[config.mk]
export PLATFORM = sky130hd
export DESIGN_NAME = ccTimer
export DESIGN_NICKNAME = d
export VERILOG_FILES = /design/src/rtl/ccTimerPkg.sv /design/src/rtl/ccTimerSync.sv /design/src/rtl/ccTimerCtrl.sv /design/src/rtl/ccTimerDatapath.sv /design/src/rtl/ccTimer.sv
export SDC_FILE = /design/constraint.sdc
export NUM_CORES = 1
export LEC_CHECK = 0
export BUFFER_PORTS_ARGS = -buffer_cell sky130_fd_sc_hd__buf_2
export CAP_MARGIN = 40
export CELL_PAD_IN_SITES_DETAIL_PLACEMENT = 1
export CELL_PAD_IN_SITES_GLOBAL_PLACEMENT = 1
export CORE_MARGIN = 3
export CORE_UTILIZATION = 39
export CTS_CLUSTER_DIAMETER = 100
export CTS_CLUSTER_SIZE = 14
export DETAILED_ROUTE_END_ITERATION = 16
export HOLD_SLACK_MARGIN = 0.08
export PLACE_DENSITY = 0.86
export RECOVER_POWER = 100
export SLEW_MARGIN = 25
export SYNTH_ARGS = -nofsm -noshare
export SYNTH_HDL_FRONTEND = slang
export SYNTH_SLANG_ARGS = --single-unit
export TNS_END_PERCENT = 10
[constraint.sdc]
create_clock -name clk -period 2.3 [get_ports clk]
set_input_delay 0.115 -clock clk [delete_from_list [all_inputs] [get_ports clk]]
set_output_delay 0.115 -clock clk [all_outputs]
set_load 0.05 [all_outputs]
[src/rtl/ccTimerPkg.sv]
package ccTimerPkg;

  typedef enum logic [1:0] {
    MODE_STOP      = 2'b00,
    MODE_FREE      = 2'b01,
    MODE_EDGE_CLR  = 2'b10,
    MODE_MATCH_CLR = 2'b11
  } modeE;

  typedef enum logic [1:0] {
    EDGE_FALL_VALID = 2'b00,
    EDGE_RISE_VALID = 2'b01,
    EDGE_NONE       = 2'b10,
    EDGE_BOTH_VALID = 2'b11
  } edgeCodeE;

  typedef struct packed {
    logic clrCnt;
    logic incCnt;
    logic capLoad;
  } ctrlStrobeT;

endpackage

[src/rtl/ccTimerSync.sv]
module ccTimerSync #(
  parameter int STAGES = 2
) (
  input  logic clk,
  input  logic rstN,
  input  logic din,
  output logic rise,
  output logic fall
);
  logic [STAGES-1:0] chain;
  logic prevQ;

  always_ff @(posedge clk) begin
    if (!rstN) begin
      chain <= '0;
      prevQ <= 1'b0;
    end else begin
      chain <= {chain[STAGES-2:0], din};
      prevQ <= chain[STAGES-1];
    end
  end

  assign rise = chain[STAGES-1] & ~prevQ;
  assign fall = ~chain[STAGES-1] & prevQ;
endmodule

[src/rtl/ccTimerCtrl.sv]
module ccTimerCtrl
  import ccTimerPkg::*;
#(
  parameter int SYNC_STAGES = 2,
  parameter int NUM_PINS    = 2
) (
  input  logic       clk,
  input  logic       rstN,
  input  logic       countEn,
  input  logic       rdReq,
  input  logic [1:0] opMode,
  input  logic       regRole,
  input  logic       capSrcSel,
  input  logic [1:0] edgeSel,
  input  logic       capPin,
  input  logic       altPin,
  input  logic       matchEq,
  output ctrlStrobeT strobes
);
  logic [NUM_PINS-1:0] pinIn;
  logic [NUM_PINS-1:0] pinRise;
  logic [NUM_PINS-1:0] pinFall;
  modeE     mode;
  edgeCodeE code;
  logic     validEdge;
  logic     capEdge;
  logic     srcRise;
  logic     srcFall;
  logic     stepOk;

  assign pinIn = {altPin, capPin};

  for (genvar p = 0; p < NUM_PINS; p++) begin : g_pin
    ccTimerSync #(.STAGES(SYNC_STAGES)) syncI (
      .clk (clk),
      .rstN(rstN),
      .din (pinIn[p]),
      .rise(pinRise[p]),
      .fall(pinFall[p])
    );
  end

  assign mode    = modeE'(opMode);
  assign code    = edgeCodeE'(edgeSel);
  assign srcRise = capSrcSel ? pinRise[1] : pinRise[0];
  assign srcFall = capSrcSel ? pinFall[1] : pinFall[0];
  assign stepOk  = countEn & ~rdReq;

  always_comb begin
    unique case (code)
      EDGE_FALL_VALID: validEdge = pinFall[0];
      EDGE_RISE_VALID: validEdge = pinRise[0];
      EDGE_BOTH_VALID: validEdge = pinRise[0] | pinFall[0];
      default:         validEdge = 1'b0;
    endcase
  end

  always_comb begin
    unique case (code)
      EDGE_FALL_VALID: capEdge = srcRise;
      EDGE_RISE_VALID: capEdge = srcFall;
      default:         capEdge = 1'b0;
    endcase
  end

  always_comb begin
    strobes = '0;
    unique case (mode)
      MODE_STOP:      strobes.clrCnt = 1'b1;
      MODE_FREE:      strobes.incCnt = stepOk;
      MODE_EDGE_CLR: begin
        strobes.clrCnt = validEdge;
        strobes.incCnt = stepOk & ~validEdge;
      end
      MODE_MATCH_CLR: begin
        strobes.clrCnt = stepOk & matchEq & ~regRole;
        strobes.incCnt = stepOk & ~(matchEq & ~regRole);
      end
      default: strobes = '0;
    endcase
    strobes.capLoad = regRole & capEdge;
  end
endmodule

[src/rtl/ccTimerDatapath.sv]
module ccTimerDatapath
  import ccTimerPkg::*;
#(
  parameter int WIDTH = 16
) (
  input  logic             clk,
  input  logic             rstN,
  input  ctrlStrobeT       strobes,
  input  logic             wrEn,
  input  logic [WIDTH-1:0] wrData,
  input  logic             regRole,
  input  logic [1:0]       opMode,
  output logic [WIDTH-1:0] count,
  output logic [WIDTH-1:0] regValue,
  output logic             matchEq,
  output logic             matchIrq
);
  localparam logic [WIDTH-1:0] ONE = WIDTH'(1);

  logic matchCond;
  logic matchPrev;

  assign matchEq   = (count == regValue);
  assign matchCond = matchEq & ~regRole & (opMode != 2'b00);

  always_ff @(posedge clk) begin
    if (!rstN) begin
      count <= '0;
    end else if (strobes.clrCnt) begin
      count <= '0;
    end else if (strobes.incCnt) begin
      count <= count + ONE;
    end
  end

  always_ff @(posedge clk) begin
    if (!rstN) begin
      regValue <= '0;
    end else if (strobes.capLoad) begin
      regValue <= count;
    end else if (wrEn) begin
      regValue <= wrData;
    end
  end

  always_ff @(posedge clk) begin
    if (!rstN) begin
      matchPrev <= 1'b0;
      matchIrq  <= 1'b0;
    end else begin
      matchPrev <= matchCond;
      matchIrq  <= matchCond & ~matchPrev;
    end
  end
endmodule

[src/rtl/ccTimer.sv]
module ccTimer
  import ccTimerPkg::*;
#(
  parameter int WIDTH       = 16,
  parameter int SYNC_STAGES = 2
) (
  input  logic             clk,
  input  logic             rstN,
  input  logic             countEn,
  input  logic             rdReq,
  input  logic [1:0]       opMode,
  input  logic             regRole,
  input  logic             capSrcSel,
  input  logic [1:0]       edgeSel,
  input  logic             capPin,
  input  logic             altPin,
  input  logic             wrEn,
  input  logic [WIDTH-1:0] wrData,
  output logic [WIDTH-1:0] count,
  output logic [WIDTH-1:0] regValue,
  output logic             matchIrq
);
  ctrlStrobeT strobes;
  logic       matchEq;

  ccTimerCtrl #(.SYNC_STAGES(SYNC_STAGES), .NUM_PINS(2)) ctrlI (
    .clk      (clk),
    .rstN     (rstN),
    .countEn  (countEn),
    .rdReq    (rdReq),
    .opMode   (opMode),
    .regRole  (regRole),
    .capSrcSel(capSrcSel),
    .edgeSel  (edgeSel),
    .capPin   (capPin),
    .altPin   (altPin),
    .matchEq  (matchEq),
    .strobes  (strobes)
  );

  ccTimerDatapath #(.WIDTH(WIDTH)) dpI (
    .clk     (clk),
    .rstN    (rstN),
    .strobes (strobes),
    .wrEn    (wrEn),
    .wrData  (wrData),
    .regRole (regRole),
    .opMode  (opMode),
    .count   (count),
    .regValue(regValue),
    .matchEq (matchEq),
    .matchIrq(matchIrq)
  );
endmodule

== Word level (Yosys, flattened, before mapping) ==
Index checks and enable logic that the tools add are counted.

* Register bits after elaboration: 40
* Bits in writable memories: 0
* Bits in read-only memories: 0
* Word-level logic and storage cells: 52
* Input port bits: 29
* Memories kept: 0
* Bits in latches: 0

* $mul: 0
* Magnitude comparators: 0
* Div/mod/pow operators: 0
* Bitwise operators: 24
* Shift operators: 0
* Add/subtract/negate cells: 1
* Equality and inequality tests: 6
* Multiplexer cells: 8
* Reductions and logical operators: 5

{| class="wikitable"
|+ Operators by type and width
! kind !! number
|-
| 16-bit 2-to-1 mux || 2
|-
| 16-bit by 1-bit adder with 16-bit output (second input constant) || 1
|-
| 16-bit equality test || 1
|-
| 1-bit AND || 13
|-
| 1-bit inverter || 10
|-
| 1-bit one-hot mux with 3 select lines || 3
|-
| 2-bit equality test (second input constant) || 3
|-
| 2-bit by 1-bit equality test with 1-bit output (second input constant) || 2
|-
| 2-bit logical NOT || 2
|-
| 2-bit nonzero test || 2
|-
| 1-bit 2-to-1 mux || 2
|-
| 1-bit one-hot mux with 2 select lines || 1
|-
| 2-bit OR reduction || 1
|-
| 1-bit bitwise OR || 1
|}

== Depth between registers and ports, before layout ==
* Depth after elaboration: 7
* Mapped depth: 9
* Depth with buffers taken out: 8

== Modules after synthesis ==
Synthesis repeated with hierarchy kept, for this count alone.

* Cells, all modules: 229
* Area, all modules: 2018.2 µm²

{| class="wikitable"
|+ By module, submodules not included
! module !! area an instance (µm²) !! cells each !! seq. area each (µm²) !! instances
|-
| ccTimerDatapath || 1735.4 || 201 || 680.7 || 1
|-
| ccTimerSync || 91.3 || 8 || 60.1 || 2
|-
| ccTimerCtrl || 100.1 || 12 || 0.0 || 1
|}

== Least setup slack after synthesis ==
OpenSTA, ideal clock, no wires.

* Path kind: reg2reg
* Start: reg dpI.count[2]
* End: reg dpI.count[13]
* Path slack: -0.043 ns
* Buffers on the path: 2
* Data arrival time: 2.228 ns
* Library setup time: 0.116 ns
* Clock period less this slack: 2.343 ns
* Cell stages (with the launch flop): 9
* Cell sequence: dfxtp_1 buf_6 xor2_1 a2111o_1 nor3_1 nand2_1 o311ai_4 buf_6 nor2_1

* Longest elaborated chain between the ends: 5
* Elaborated cells on any way between the ends: 10
* Those cells by class: 1 x add/sub; 1 x eq/ne; 2 x mux; 5 x bitwise; 1 x reduce/logical

{| class="wikitable"
|+ Ends and longest elaborated chain
! what !! line !! text
|-
| start, declared || ccTimerDatapath.sv:13 || <nowiki>output logic [WIDTH-1:0] count,</nowiki>
|-
| start signal, assigned || ccTimerDatapath.sv:32 || <nowiki>count <= count + ONE;</nowiki>
|-
| 16-bit equality test || ccTimerDatapath.sv:23 || <nowiki>assign matchEq = (count == regValue);</nowiki>
|-
| 1-bit AND (on tied branches) || ccTimerCtrl.sv:76, ccTimerCtrl.sv:77 ||
|-
| 1-bit AND or 1-bit inverter (tied branches) || ccTimerCtrl.sv:76, ccTimerCtrl.sv:77 ||
|-
| 1-bit one-hot mux with 3 select lines or 1-bit AND (tied branches) || ccTimerCtrl.sv:68, ccTimerCtrl.sv:77 ||
|-
| 2-bit OR reduction (no source line) or 1-bit one-hot mux with 3 select lines (tied branches) || -- ||
|}

Parallel ways exist; a longest one is shown, timed or not.
A chain may end at the register's enable or synchronous reset.

== Worst setup path after layout ==
* Start: reg ctrlI.g_pin[0].syncI.chain[1]
* End: reg dpI.count[9]

* Longest elaborated chain between the ends: 7
* Elaborated cells on any way between the ends: 10
* Those cells by class: 3 x mux; 6 x bitwise; 1 x reduce/logical

{| class="wikitable"
|+ Ends and longest elaborated chain
! what !! line !! text
|-
| start, declared || ccTimerSync.sv:10 || <nowiki>logic [STAGES-1:0] chain;</nowiki>
|-
| start signal, assigned || ccTimerSync.sv:18 || <nowiki>chain <= {chain[STAGES-2:0], din};</nowiki>
|-
| 1-bit inverter || ccTimerSync.sv:24 || <nowiki>assign fall = ~chain[STAGES-1] & prevQ;</nowiki>
|-
| 1-bit AND || ccTimerSync.sv:24 ||
|-
| 1-bit bitwise OR || ccTimerCtrl.sv:53 || <nowiki>EDGE_BOTH_VALID: validEdge = pinRise[0] | pinFall[0];</nowiki>
|-
| 1-bit one-hot mux with 3 select lines * || ccTimerCtrl.sv:50 || <nowiki>unique case (code)</nowiki>
|-
| 1-bit inverter || ccTimerCtrl.sv:73 || <nowiki>strobes.incCnt = stepOk & ~validEdge;</nowiki>
|-
| 1-bit AND || ccTimerCtrl.sv:73 ||
|-
| 1-bit one-hot mux with 3 select lines || ccTimerCtrl.sv:68 || <nowiki>unique case (mode)</nowiki>
|}

Mark *: on every way between the ends. The rest lies on a longest branch, timed or not.

==> results <==
- The tree built by TritonCTS fans out to 40 sinks.
- The count of buffers from port buffering is 61.
- Prior to clock tree synthesis, the placed netlist has a worst setup slack of 0.1468 ns.
- After clock tree synthesis, the clock-pin slew on the worst setup and hold paths is 0.08 ns.
- The placer's final routability congestion estimate is 0.8942.
- The setup-violating endpoint count in the final report is 0.
- The largest fanout on the critical path is 5.
- After detailed placement, the design holds a cell count of 364.
- For this run, the top clock speed supported by timing is 450.6 MHz.
- Of all flip-flops after synthesis, the portion carrying an async set or reset was 0.
- The detailed-route via count is 2122.
- The worst min-delay path class is in -> reg.
- The worst setup path is captured at a flip-flop.
- Relative to the synthesized area, the layout overhead comes to 24.19%.
- Yosys attributes the largest share of cell area to sky130_fd_sc_hd__dfxtp_1, sky130_fd_sc_hd__o211a_1, sky130_fd_sc_hd__mux2i_1, sky130_fd_sc_hd__xnor2_1, sky130_fd_sc_hd__nand2_1.
- The I/O pin count is 62.
- For this design the ratio of total power to cell area is 592.7 nW/um^2.
- The share of synthesized area in the top cell type comes to 0.3634.
- The die is 81.17 um wide.
- The analysis attributes to cell leakage a power of 1.247 nW.
- The non-filler instance count after layout is 374.
- The number of nets in the synthesized netlist is 266.
- The highest-delay cell along the critical path is sky130_fd_sc_hd__or3_2.
- The synthesized area divided by synthesized cell count is 9.416 sq um.
- Summing all flip-flop and latch instances after layout gives 802.0 sq um.
- The number of buffers created by CTS is 5.
- The pin count of the biggest net entering global routing is 26.
- The aggregate global-route resource usage is 0.2250.
- The fill cell instance count of the final layout is 671.
- The finished layout cell area is 2736 sq um.
- The average vias per placed instance is 5.674.
- The number of antenna violations at the first check in global routing is 0.
- The share of the Yosys chip area taken by registers is 0.3634.
- The minimum clock period after layout is 2.219 ns.
- The H-tree depth is 2.
- Of the cells placed in the final design, the portion with a size suffix greater than 1 is 0.3191.
- After detailed routing, the average wire length per cell comes to 19.44 um.
- The kind of start point of the critical path is a flip-flop.
- The library cell used most frequently in the layout, excluding fill and tap cells, is sky130_fd_sc_hd__buf_2.
- The deepest clock path buffer count is 2.
- The synthesized netlist contains 46 unique library cells.
- At the pin with the least slew margin, the transition time is 0.6206 ns.
- Once the clock tree was built, the setup fixing pass inserted 0 buffers.
- The worst IR drop on VDD is 0.2590 mV.
- The count of mapped cells out of synthesis is 234.
- For this run, the leading register cell type out of synthesis is sky130_fd_sc_hd__dfxtp_1.
- The aggregate global routing overflow is 0.
- The placement row count is 26.
- The completed layout was analyzed and its total power is 0.001622 W.
- The final critical-path share of the clock period is 0.9648.
- On the final layout, the worst hold slack is 0.1771 ns.
- The mapped netlist covers 2203 sq um.
- In this run, synthesis inferred 0 flip-flops with an integrated enable.
- The first detailed-routing pass ran for 5 iterations.
- The number of global-route vias before repair is 2252.
- The detailed-placement wirelength estimate is 5091 um.
- The global-route wire length before repair is 11220 um.
- The starting density of the core is 0.4181.
- From bottom edge to top edge, the die measures 81.17 um.
- For this block, the initial DRC count from the detailed router was 146.
- In the layout the commonest cells are sky130_fd_sc_hd__buf_2, sky130_fd_sc_hd__dfxtp_1, sky130_fd_sc_hd__nand2_1, sky130_fd_sc_hd__clkbuf_1, sky130_fd_sc_hd__o211a_1.
- The run finished with clean final reports.
- The signal on the critical path passes through inv_1 > ha_1 > and2_1 > o311a_4 > nor2_1 > or3_1 > or3_2 > a21oi_2.
- The number of synthesized register bits is 40.
- The critical path's largest stage delay is 0.44 ns.
- The TritonCTS clock tree is yes.
- The cell area after placement is 2606 sq um.
- The number of endpoints with negative hold slack in the final report is 0.
- Grouping stages by cell kind, the critical path spends the most delay in simple AND/OR/NAND/NOR gates.
- The least setup slack across all paths after layout is 0.08091 ns.
- The total DRC errors in the routed layout is 0.
- By startpoint and endpoint, the worst setup path is classified as reg -> reg.
- The count of nets left with antenna violations once routing finished came out at 0.
- The number of buffers and inverters on the critical path is 1.
- The multi-input combinational cell area is 1315 sq um.
- The Yosys step of the flow raised 0 warnings.
- In this run the standard cell core region covers 5270 sq um.
- The post-layout net count is 335.
- The repair_antennas step left the layout with diodes totalling 0.
- The tool flagged a number of max-cap violations equal to 0.
- At the later pin of the worst-skew pair, clock insertion delay measures 0.29 ns.
- The floorplan step defined a die boundary enclosing 6588 sq um.
- Data on the critical path is required at its endpoint by 2.53 ns.
- Of all cell types, the one taking the most synthesized area is sky130_fd_sc_hd__dfxtp_1.
- The final layout contains routed wiring with a total length of 7269 um.
- At the worst endpoint, the arrival time is 2.45 ns.
- The tree is rooted in a sky130_fd_sc_hd__clkbuf_8.
- The final max-slew violation count was 0.
- The worst-case clock skew is 0.007739 ns.
- In this run the tightest slew margin relative to its limit is 0.5880.
[power breakdown]
group          switching, W  leakage (nW)  total [W]  internal (W)
Clock              0.000248        0.0552   0.000570      0.000322
Combinational      0.000201         0.864   0.000306      0.000106
Sequential        0.0000265         0.327   0.000746      0.000719
Total              0.000475          1.25    0.00162       0.00115
[worst register-to-register path: stages, from the launching register on]
cell and delay [ns]:
sky130_fd_sc_hd__dfxtp_1 0.37, sky130_fd_sc_hd__inv_1 0.07, sky130_fd_sc_hd__ha_1 0.28, sky130_fd_sc_hd__and2_1 0.15, sky130_fd_sc_hd__o311a_4 0.20, sky130_fd_sc_hd__nor2_1 0.07, sky130_fd_sc_hd__or3_1 0.43, sky130_fd_sc_hd__or3_2 0.44
sky130_fd_sc_hd__a21oi_2 0.15
[layout make-up]
cell class,count,share of cell area
Clock buffer,6,0.02652
Clock inverter,2,0.01280
Inverter,6,0.008230
Sequential cell,40,0.2931
Tap cell,70,0.03201
Timing Repair Buffer,76,0.1468
Multi-Input combinational cell,174,0.4806
[final timing paths]
path | from | endpoint | slack (ns) | cells past startpoint
max | ctrlI.g_pin[0].syncI.chain[1]$_SDFF_PN0_ | dpI.count[9]$_SDFFE_PP0P_ | 0.08 | 8
min | wrData[7] | dpI.regValue[7]$_SDFFE_PN0P_ | 0.18 | 4
max reg2reg | ctrlI.g_pin[0].syncI.chain[1]$_SDFF_PN0_ | dpI.count[9]$_SDFFE_PP0P_ | 0.08 | 8
min reg2reg | dpI.matchPrev$_SDFF_PN0_ | dpI.matchIrq$_SDFF_PN0_ | 0.39 | 1
[state kept, by name (all words and copies together) (netlist names)]
register                 cells
ctrlI.g_pin.syncI.chain      4
ctrlI.g_pin.syncI.prevQ      2
dpI.count                   16
dpI.matchIrq                 1
dpI.matchPrev                1
dpI.regValue                16
[timing repair]
action | in CTS | in global routing
setup endpoints to repair | 0 | 9
endpoints found under the hold margin | 2 | 0
hold buffers | 2 | 0
resized for setup | 0 | 4
[logic make-up after synthesis]
logic type,Yosys count,synth area share
buf+inv,20,0.05337
xor+xnor,16,0.06360
flops,40,0.3634
mux,16,0.07325
fa+ha+maj,3,0.01704
compound gates,54,0.2078
simple gates,85,0.2215
[cells in the mapped netlist (2+ instances only)]
master / n
sky130_fd_sc_hd__o211ai_1: 2
sky130_fd_sc_hd__a21oi_1: 8
sky130_fd_sc_hd__o21ai_1: 5
sky130_fd_sc_hd__o2111ai_1: 2
sky130_fd_sc_hd__clkbuf_1: 9
sky130_fd_sc_hd__xor2_1: 2
sky130_fd_sc_hd__and3_1: 2
sky130_fd_sc_hd__or3_2: 7
sky130_fd_sc_hd__o31ai_1: 5
sky130_fd_sc_hd__mux2i_1: 15
sky130_fd_sc_hd__a21oi_2: 7
sky130_fd_sc_hd__or4_2: 4
sky130_fd_sc_hd__nand4_1: 6
sky130_fd_sc_hd__nand2b_1: 2
sky130_fd_sc_hd__xnor2_1: 14
sky130_fd_sc_hd__nor2_1: 9
sky130_fd_sc_hd__nand3_1: 8
sky130_fd_sc_hd__nor3_1: 3
sky130_fd_sc_hd__ha_1: 3
sky130_fd_sc_hd__nand3b_1: 3
sky130_fd_sc_hd__nand2_1: 24
sky130_fd_sc_hd__and2_1: 8
sky130_fd_sc_hd__o21ai_2: 2
sky130_fd_sc_hd__dfxtp_1: 40
sky130_fd_sc_hd__buf_6: 2
sky130_fd_sc_hd__o211a_1: 16
sky130_fd_sc_hd__inv_1: 6
sky130_fd_sc_hd__nor2b_1: 2
[per-stage QoR]
step	util	setup TNS [ns]
after floorplan	-	0
after global placement	0.4945	0
after detailed placement	0.4945	0
after CTS	0.5188	0
after global routing	0.5192	-0.01101
final	0.5192	0
[metal layers]
layer / GRT usage / vias up / share of wire / routed length, um
li1: - / 991 / - / -
met1: 0.2668 / 1034 / 0.41 / 2988
met2: 0.4089 / 83 / 0.51 / 3741
met3: 0.04435 / 14 / 0.058 / 424
met4: 0.06250 / 0 / 0.016 / 114
met5: 0 / - / 0 / 0
Power figures use the tool's default switching activity.
